File: src/rtl/mash_pkg.sv
`timescale 1ns/1ps
package mash_pkg;
  localparam int CODE_W   = 2;
  localparam int N_STAGES = 2;
  typedef logic [CODE_W-1:0] code_t;
  localparam code_t CODE_MID = code_t'(1);
endpackage

File: src/rtl/mash_acc_stage.sv
`timescale 1ns/1ps
// One first-order stage: a wrapping accumulator whose carry is the decision.
module mash_acc_stage #(
  parameter int W = 16
) (
  input  logic         clk,
  input  logic         rst,
  input  logic         ce,
  input  logic [W-1:0] add_i,
  output logic         carry_o,
  output logic [W-1:0] res_o
);
  logic [W:0] sum;

  always_comb begin
    sum     = {1'b0, res_o} + {1'b0, add_i};
    carry_o = sum[W];
  end

  always_ff @(posedge clk) begin
    if (rst)     res_o <= '0;
    else if (ce) res_o <= sum[W-1:0];
  end
endmodule

File: src/rtl/mash_recombine.sv
`timescale 1ns/1ps
// Noise cancellation: delayed first-stage bit plus differenced second-stage bit.
module mash_recombine
  import mash_pkg::*;
(
  input  logic  clk,
  input  logic  rst,
  input  logic  ce,
  input  logic  c1_i,
  input  logic  c2_i,
  output code_t code_o,
  output logic  vld_o
);
  logic  c1_q, c2_q;
  code_t nxt;

  always_comb begin
    nxt = code_t'(c1_q) + code_t'(c2_i) + CODE_MID - code_t'(c2_q);
  end

  always_ff @(posedge clk) begin
    if (rst) begin
      c1_q   <= 1'b0;
      c2_q   <= 1'b0;
      code_o <= CODE_MID;
      vld_o  <= 1'b0;
    end else begin
      vld_o <= ce;
      if (ce) begin
        c1_q   <= c1_i;
        c2_q   <= c2_i;
        code_o <= nxt;
      end
    end
  end
endmodule

File: src/rtl/mash2_mod.sv
`timescale 1ns/1ps
module mash2_mod
  import mash_pkg::*;
#(
  parameter int DW = 16
) (
  input  logic          clk,
  input  logic          rst,
  input  logic          ce,
  input  logic [DW-1:0] din,
  output logic [1:0]    code,
  output logic          code_vld
);
  localparam int NS = N_STAGES;

  logic [DW-1:0] link  [NS+1];
  logic [NS-1:0] carry;
  code_t         code_w;

  // Signed to offset binary: invert the sign bit.
  assign link[0] = {~din[DW-1], din[DW-2:0]};

  for (genvar i = 0; i < NS; i++) begin : g_stage
    mash_acc_stage #(.W(DW)) u_stage (
      .clk    (clk),
      .rst    (rst),
      .ce     (ce),
      .add_i  (link[i]),
      .carry_o(carry[i]),
      .res_o  (link[i+1])
    );
  end

  mash_recombine u_comb (
    .clk   (clk),
    .rst   (rst),
    .ce    (ce),
    .c1_i  (carry[0]),
    .c2_i  (carry[NS-1]),
    .code_o(code_w),
    .vld_o (code_vld)
  );

  assign code = code_w;
endmodule

File: config.mk
export PLATFORM = sky130hd
export DESIGN_NAME = mash2_mod
export DESIGN_NICKNAME = d
export VERILOG_FILES = /design/src/rtl/mash_pkg.sv /design/src/rtl/mash_acc_stage.sv /design/src/rtl/mash_recombine.sv /design/src/rtl/mash2_mod.sv
export SDC_FILE = /design/constraint.sdc
export NUM_CORES = 1
export LEC_CHECK = 0
export BUFFER_PORTS_ARGS = -buffer_cell sky130_fd_sc_hd__buf_2
export CELL_PAD_IN_SITES_DETAIL_PLACEMENT = 0
export CELL_PAD_IN_SITES_GLOBAL_PLACEMENT = 1
export CORE_MARGIN = 1
export CORE_UTILIZATION = 46
export DETAILED_ROUTE_END_ITERATION = 10
export GPL_TIMING_DRIVEN = 0
export PLACE_DENSITY_LB_ADDON = 0.1
export SYNTH_ARGS = -nofsm -noshare
export SYNTH_HDL_FRONTEND = slang
export SYNTH_SLANG_ARGS = --single-unit
File: constraint.sdc
create_clock -name clk -period 4.2 [get_ports clk]
set_clock_uncertainty 0.05 [all_clocks]
set_input_delay 0.84 -clock clk [delete_from_list [all_inputs] [get_ports clk]]
set_output_delay 0.84 -clock clk [all_outputs]
set_load 0.01 [all_outputs]
==> results of run 1 <==
[sequential cells by signal, indices dropped and copies added (netlist names)]
| signal | count |
|---|---|
| u_comb.vld_o | 1 |
| u_comb.c2_q | 1 |
| g_stage.u_stage.res_o | 32 |
| u_comb.code_o | 2 |
| u_comb.c1_q | 1 |
[worst reg2reg max path: cells and delay by family (launching register included)]
kind            cells  cell delay, ns
flops               1            0.34
simple gates        2            0.18
fa+ha+maj           3            1.12
compound gates      4            1.21
mux                 1            0.14
[cell families after synthesis]
logic type	Yosys count	synth area share
compound gates	103	0.262
simple gates	100	0.168
flops	37	0.267
fa+ha+maj	35	0.166
buf+inv	27	0.0384
xor+xnor	16	0.0506
mux	13	0.0470
[metrics by stage]
stage	power, mW	cell area [um2]	setup slack (ns)	utilization
after detailed placement	0.890	2960	0.995	0.525
after global routing	1.31	3080	0.857	0.546
after CTS	1.22	3080	1.06	0.546
final	1.22	3080	1.06	0.546
after global placement	0.884	2960	1.02	0.525
after floorplan	0.792	2770	1.30	-
[cells in the mapped netlist, types with 2 or more instances]
cell type / n / area share
a211oi_1: 10 / 0.027
nand3_1: 10 / 0.018
or2_2: 3 / 0.0068
a211oi_2: 3 / 0.014
o21ai_1: 8 / 0.014
o311ai_0: 3 / 0.0095
xor2_1: 2 / 0.0063
xnor2_1: 14 / 0.044
nor3_1: 5 / 0.0090
buf_1: 4 / 0.0054
fa_1: 3 / 0.022
mux2i_1: 13 / 0.047
o22ai_1: 4 / 0.0090
a21oi_1: 27 / 0.049
o221ai_1: 3 / 0.0095
o21ai_0: 15 / 0.027
buf_2: 4 / 0.0072
a41oi_1: 2 / 0.0063
a21o_1: 7 / 0.019
o31ai_1: 2 / 0.0054
inv_1: 12 / 0.016
or3_1: 2 / 0.0045
o221ai_2: 2 / 0.011
ha_1: 32 / 0.14
dfxtp_1: 37 / 0.27
clkbuf_1: 6 / 0.0081
nand2_1: 31 / 0.042
nor2_1: 32 / 0.043
o21bai_1: 5 / 0.014
nand4_1: 7 / 0.016
a2111o_1: 2 / 0.0081
[routing by layer]
layer,up-vias,routed length [um],track usage,share of wire
li1,1275,-,-,-
met1,1110,3600,0.342,0.54
met2,38,2740,0.353,0.41
met3,6,236,0.0366,0.036
met4,0,70,0.0600,0.011
met5,-,0,0,0
[cell type report]
class	instances	area, um2	share of cell area
multi-input combinational	267	1920	0.624
sequential	37	741	0.240
timing repair buffer	20	100	0.0325
tap	72	90.1	0.0292
clock buffer	6	82.6	0.0268
buffer	14	57.6	0.0187
inverter	13	48.8	0.0158
clock inverter	2	37.5	0.0122
[power by group through the flow]
stage | registers (mW) | logic, mW | clock network, mW
6_report | 0.442 | 0.446 | 0.328
5_1_grt | 0.447 | 0.510 | 0.348
4_1_cts | 0.440 | 0.445 | 0.332
3_5_place_dp | 0.448 | 0.441 | 0
3_3_place_gp | 0.447 | 0.437 | 0
2_1_floorplan | 0.433 | 0.359 | 0
[worst min-delay path by stage]
stage                                             from                      endpoint  slack [ns]  depth (start not counted)
after floorplan           g_stage[1].u_stage.res_o[14]  g_stage[1].u_stage.res_o[14]        0.38                          2
after global placement    g_stage[1].u_stage.res_o[14]  g_stage[1].u_stage.res_o[14]        0.39                          2
after detailed placement  g_stage[1].u_stage.res_o[14]  g_stage[1].u_stage.res_o[14]        0.40                          2
after CTS                 g_stage[1].u_stage.res_o[14]  g_stage[1].u_stage.res_o[14]        0.41                          2
after global routing      g_stage[1].u_stage.res_o[14]  g_stage[1].u_stage.res_o[14]        0.46                          2
final                     g_stage[1].u_stage.res_o[14]  g_stage[1].u_stage.res_o[14]        0.40                          2
==> results.ini, run 1 <==
[sta]
worst_slew_pin_slew_ns=0.750
post-route-min-period_ns=3.14
setup_viol=0
timing_hold_violations_final=0
period_share=0.747
holdWs_ns=0.404
drv_slew=0
tns_ns=0
fmax_ghz=0.319
rsz0062_at_grt=false
maxSlewHeadroom=0.500

[route]
vias=2429
routed_wl_um=6650
ant_nets=0
drt-initial-drc-count=106
drcViolationCount=0
first_pass_iters=4
viasPerCell=5.64
avgRoutedWirePerCell_um=15.4

[worst_setup_path]
r2r-end=u_comb.code_o[0]
critPathLaunch=g_stage[0].u_stage.res_o[0]
path_max_fanout=3
cp_common_cell=fa_1
crit_arrival_ns=3.28
crit_buf_inv=0
crit_path_start_kind=flop
cp_cell_sequence=ha_1 > fa_1 > a211oi_2 > nor4_2 > o41ai_4 > o221ai_2 > a21o_1 > fa_1 > mux2i_1 > nand2_1
path_delay_family=compound AO/OA/AOI/OAI gates
path_class=reg2reg
cp-endpoint=u_comb.code_o[0]
end_kind=flop
reg2reg_depth=10
rrSetupSlack_ns=1.06
critical_path.slowest_cell=o41ai_4
required_ns=4.34
critical_path.max_stage_delay_ns=0.47
r2r-start=g_stage[0].u_stage.res_o[0]
cp.depth=10

[floorplanning]
start_util=0.491
pin_count=22
core_um2=5640
die_area_um2=6340
die_h_um=79.6
row_count=27
die_width_um=79.6

[cts]
hold_buffers=0
cts.sinks=37
cts_tree=done
worstSkewPairLatency_ns=0.30
cts_resized=0
cts.clk_slew.worst_paths_ns=0.08
cts-root-buf=clkbuf_8
cts_max_level=2
clockBufferDepth=2
cts_setup_buffers=0
cts_buffers=5

[logic_synthesis]
synth_edf_count=0
syn_area_per_cell_um2=8.37
synth-main-ff-cell=dfxtp_1
ys_seq_area_frac=0.267
ys_ff_latch=37
async_reset_ff_frac=0
synth_cells=331
synth_nets=385
ys_warn_count=0
ys_types=52
synth_area_um2=2770

[layout]
final_net_count=412
antenna_cells=0
layout_commonest_cell=dfxtp_1
area_delta_synth_final_pct=11.2
stdcell_count=431
num-fill-cells=546
drive_above_1_share=0.134
final_cell_mix=dfxtp_1 (37), nor2_1 (32), ha_1 (32), nand2_1 (31), a21oi_1 (27)

[pwr]
seqPwrFrac=0.363
p_clk_frac=0.270
switchingPower_mw=0.434
power.leakage_nw=1.34
ir_worst_vdd_mv=0.192
sw_frac_of_total=0.357
power.density_nw_per_um2=395
p_comb_frac=0.367
internal_power_mw=0.783

[global_routing]
grt_max_degree=13
grt_first_pass_wirelength_um=11400
antenna_found_initial=0
grt_use_total=0.234
first_global_vias=2344
grt_overflow=0

[place]
gp_congestion=0.846
dp_hpwl_um=5040
dp.cells=423
numPortBuffers=20

[status]
outcome=finished clean

[run]
cap_violations=0

[min_path]
hold_path.class=reg2reg

Note: power is estimated with default switching activity, not from simulation.
==> run 2: changes to the inputs <==
clock period = 2.9 ns   (was 4.2 ns; I/O delays follow)
==> run 2 against run 1 <==
  * Worst setup slack worse by 1.0 ns
  * Worst hold slack hardly changed
  * Die area stayed put
  * Clock power is 45% higher
  * Fmax is 8.8% higher
  * Via count is 0.95% higher
  * Cell count is 1.4% higher
  * Combinational power is 48% higher
  * Global-route usage is 0.27 points higher
  * Sequential share of layout area is 0.46 points lower
  * First-iteration DRC count is 13% lower
  * Largest cell class unchanged
==> results.ini, run 2 (synthesized netlist as in run 1, its figures left out) <==
[layout]
final_net_count=418
antenna_cells=0
num-fill-cells=535
seqCellArea_um2=746
layout_commonest_cell=dfxtp_1
drive_above_1_share=0.159
area_delta_synth_final_pct=14.1
reg_top3=g_stage.u_stage.res_o x32, u_comb.code_o x2
final_cell_mix=dfxtp_1 (35), nor2_1 (32), nand2_1 (31), ha_1 (31), a21oi_1 (27)
top_register=g_stage.u_stage.res_o
largest_reg_flops=32
multi_input_area_um2=1950
stdcell_count=437

[floorplanning]
row_count=27
die_width_um=79.6
pin_count=22
core_um2=5640
die_area_um2=6340
start_util=0.491
die_h_um=79.6

[sta]
drv_slew=0
rsz0062_at_grt=true
timing_hold_violations_final=0
maxSlewHeadroom=0.497
fmax_ghz=0.347
post-route-min-period_ns=2.89
period_share=0.995
setup_viol=0
worst_slew_pin_slew_ns=0.754

[min_path]
holdPathEnd=g_stage[1].u_stage.res_o[14]
hold-path-cell-count=2
hold_path.class=reg2reg
hp-start=g_stage[1].u_stage.res_o[14]

[pwr]
switchingPower_mw=0.635
p_clk_frac=0.268
power.leakage_nw=1.38
ir_worst_vdd_mv=0.278
sw_frac_of_total=0.357
p_comb_frac=0.371
internal_power_mw=1.14
power.density_nw_per_um2=562
total_power_mw=1.78
seqPwrFrac=0.361

[cts]
cts_tree=done
cts.sinks=37
clockBufferDepth=2
worstSkewPairLatency_ns=0.29
cts-root-buf=clkbuf_8
cts_buffers=5
hold_buffers=0
cts.clk_slew.worst_paths_ns=0.08
cts_max_level=2

[place]
dp_hpwl_um=5040
numPortBuffers=20
dp.cells=423
gp_congestion=0.846

[route]
drcViolationCount=0
first_pass_iters=4
ant_nets=0
vias=2452
viasPerCell=5.61
drt-initial-drc-count=92
avgRoutedWirePerCell_um=15.6
routed_wl_um=6810

[global_routing]
grt_overflow=0
grt_max_degree=13
met3_usage=0.0377
grt.busiest_layer=met2
grt_use_total=0.237
grt_first_pass_wirelength_um=11500
first_global_vias=2358
antenna_found_initial=0
use_met1=0.344
use_met2=0.356

[worst_setup_path]
path_class=reg2reg
reg2reg_depth=10
critical_path.slowest_cell=o41ai_4
critical_path.max_stage_delay_ns=0.43
cp_cell_sequence=ha_4 > fa_2 > a211oi_4 > nor4_4 > o41ai_4 > o221ai_2 > a21o_1 > fa_1 > mux2i_1 > nand2_1
path_max_fanout=2
end_kind=flop
r2r-start=g_stage[0].u_stage.res_o[0]
critPathLaunch=g_stage[0].u_stage.res_o[0]
required_ns=3.04
crit_arrival_ns=3.02
path_delay_family=compound AO/OA/AOI/OAI gates
crit_buf_inv=0
crit_path_start_kind=flop
r2r-end=u_comb.code_o[0]
rrSetupSlack_ns=0.01
cp.depth=10

[status]
outcome=finished clean

[run]
cap_violations=0

run 2: timing repair:
| action | CTS | global route |
|---|---|---|
| resized for setup | 2 | 6 |
| buffers inserted | 1 | 5 |
| endpoints found under the setup margin | 2 | 2 |
| pin swaps | 3 | 8 |
run 2: layer usage:
| metal | up-vias | routed length [um] |
|---|---|---|
| met4 | 0 | 71 |
| met1 | 1120 | 3670 |
| met3 | 6 | 177 |
| met2 | 39 | 2880 |
| met5 | - | 0 |
| li1 | 1287 | - |
run 2: worst max path at each step:
| stage | endpoint |
|---|---|
| finish | u_comb.code_o[0] |
| global route | u_comb.code_o[0] |
| CTS | u_comb.code_o[0] |
| detailed placement | u_comb.code_o[0] |
| global placement | u_comb.code_o[0] |
| floorplan | u_comb.code_o[0] |
run 2: cell type report:
class                      instances  share of cell area
buffer                            14              0.0182
clock buffer                       6              0.0261
clock inverter                     2              0.0119
inverter                          13              0.0154
multi-input combinational        267               0.618
sequential                        37               0.236
tap                               72              0.0285
timing repair buffer              26              0.0459
run 2: worst min-delay path, delay by kind of cell (launching register included):
| family | cells | cell delay, ns |
|---|---|---|
| AO/OA/AOI/OAI | 1 | 0.05 |
| flip-flops | 1 | 0.32 |
| AND/OR/NAND/NOR | 1 | 0.05 |
run 2: power groups by stage:
stage          clock network, mW  logic [mW]  registers, mW
2_1_floorplan                  0       0.520          0.627
3_3_place_gp                   0       0.632          0.647
3_5_place_dp                   0       0.639          0.649
4_1_cts                    0.481       0.648          0.638
5_1_grt                    0.504       0.752          0.648
6_report                   0.475       0.659          0.641
run 2: stage by stage:
| step | setup TNS [ns] | util | area, um2 | setup WS (ns) | hold WS, ns |
|---|---|---|---|---|---|
| after CTS | 0 | 0.549 | 3100 | 0.0135 | 0.410 |
| after global placement | -0.374 | 0.525 | 2960 | -0.207 | 0.389 |
| after floorplan | 0 | - | 2770 | 0.00415 | 0.379 |
| after global routing | -0.116 | 0.560 | 3160 | -0.107 | 0.455 |
| final | 0 | 0.560 | 3160 | 0.0149 | 0.404 |
| after detailed placement | -0.434 | 0.525 | 2960 | -0.227 | 0.399 |
==> run 3: changes to the inputs <==
REMOVE_ABC_BUFFERS = 1   (was not set)
==> run 3 against run 2 <==
  * Worst hold slack about the same
  * Die area unchanged
  * Worst setup slack gained 0.00084 ns
  * Critical path depth did not move
  * Non-clock buffer count shrank 13
  * Sequential power is essentially flat
  * Flip-flop and latch count did not move
  * Clock power is 12% lower
  * Routed wire length shrank 9.4%
  * Utilization down 1.2 points
  * Largest power group unchanged
==> results.ini, run 3 (synthesized netlist as in run 1, its figures left out) <==
[status]
outcome=finished clean

[route]
vias=2382
ant_nets=0
drcViolationCount=0
drt-initial-drc-count=72
viasPerCell=5.62
routed_wl_um=6170
first_pass_iters=4
avgRoutedWirePerCell_um=14.5

[run]
cap_violations=0

[worst_setup_path]
r2r-end=u_comb.code_o[0]
r2r-start=g_stage[0].u_stage.res_o[0]
end_kind=flop
required_ns=3.08
rrSetupSlack_ns=0.02
path_class=reg2reg
crit_path_start_kind=flop
path_max_fanout=3
crit_arrival_ns=3.07
reg2reg_depth=10

[min_path]
hp-start=g_stage[1].u_stage.res_o[14]
hold-path-cell-count=2
holdPathEnd=g_stage[1].u_stage.res_o[14]
hold_path.class=reg2reg

[global_routing]
grt_overflow=0
antenna_found_initial=0
grt_use_total=0.213
grt_max_degree=39
grt_first_pass_wirelength_um=10500
first_global_vias=2225

[sta]
rsz0062_at_grt=true
timing_hold_violations_final=0
drv_slew=0
period_share=0.995
maxSlewHeadroom=0.419
fmax_ghz=0.347
holdWs_ns=0.404
setup_viol=0
post-route-min-period_ns=2.88
worst_slew_pin_slew_ns=0.870

[layout]
reg_top3=g_stage.u_stage.res_o x32, u_comb.code_o x2
layout_commonest_cell=dfxtp_1
top_register=g_stage.u_stage.res_o
fin_util=0.548
antenna_cells=0
area_delta_synth_final_pct=11.7
drive_above_1_share=0.159
stdcell_count=424
final_net_count=405
largest_reg_flops=32
final_cell_mix=dfxtp_1 (35), nor2_1 (32), nand2_1 (31), ha_1 (31), a21oi_1 (27)

[cts]
cts_buffers=5
cts_max_level=2
cts.sinks=37
hold_buffers=0
worstSkewPairLatency_ns=0.29
clockBufferDepth=2
cts.clk_slew.worst_paths_ns=0.08
cts_tree=done
cts-root-buf=clkbuf_8

[floorplanning]
row_count=27
die_area_um2=6340
start_util=0.491
die_h_um=79.6
pin_count=22
die_width_um=79.6
core_um2=5640

[place]
numPortBuffers=21
dp_hpwl_um=4330
dp.cells=410
gp_congestion=0.834

[pwr]
power.density_nw_per_um2=548
total_power_mw=1.70
power.leakage_nw=1.35
ir_worst_vdd_mv=0.279

-- run 3: power breakdown --
part,internal [mW],switching (mW),leakage [nW]
clock network,0.215,0.201,0.0542
logic,0.279,0.362,0.992
registers,0.577,0.0612,0.305
-- run 3: layout make-up --
type                            count  area, um2
Multi-Input combinational cell    267       1960
Inverter                           13       48.8
Fill cell                         533       2550
Clock buffer                        7       96.3
Timing Repair Buffer               27        150
Tap cell                           72       90.1
Sequential cell                    37        746
Clock inverter                      1       5.00
-- run 3: repair_timing --
action	CTS	global route
pin swaps	3	8
resized for setup	1	8
setup buffers	3	3
setup endpoints to repair	2	2
-- run 3: layer usage --
layer / up-vias / global-route usage / part of all wire / wire length [um]
li1: 1267 / - / - / -
met1: 1075 / 0.304 / 0.55 / 3420
met2: 32 / 0.326 / 0.41 / 2500
met3: 8 / 0.0331 / 0.026 / 163
met4: 0 / 0.0655 / 0.013 / 80
met5: - / 0 / 0 / 0
-- run 3: worst max-delay path, cell delays in order (launching register included) --
cell and delay, ns:
dfxtp_4 0.36, ha_4 0.16, fa_2 0.39, a211oi_4 0.33
nor4_4 0.07, o41ai_4 0.42, o221ai_2 0.18, a21o_1 0.20
fa_2 0.52, mux2i_1 0.06, nand2_1 0.08
-- run 3: worst max-delay path by stage --
| stage | startpoint | to | slack [ns] | cells past startpoint |
|---|---|---|---|---|
| floorplan | g_stage[0].u_stage.res_o[0] | u_comb.code_o[0] | 0.004 | 10 |
| finish | g_stage[0].u_stage.res_o[0] | u_comb.code_o[0] | 0.02 | 10 |
| detailed placement | g_stage[0].u_stage.res_o[0] | u_comb.code_o[0] | -0.27 | 10 |
| global placement | g_stage[0].u_stage.res_o[0] | u_comb.code_o[0] | -0.24 | 10 |
| global route | g_stage[0].u_stage.res_o[0] | u_comb.code_o[0] | -0.08 | 10 |
| CTS | g_stage[0].u_stage.res_o[0] | u_comb.code_o[0] | 0.02 | 10 |
-- run 3: through the flow --
step | setup TNS (ns) | setup slack (ns) | cell area [um2]
after floorplan | 0 | 0.00438 | 2710
after detailed placement | -0.468 | -0.265 | 2910
after global routing | -0.105 | -0.0831 | 3090
after global placement | -0.437 | -0.238 | 2910
final | 0 | 0.0157 | 3090
after CTS | 0 | 0.0164 | 3030
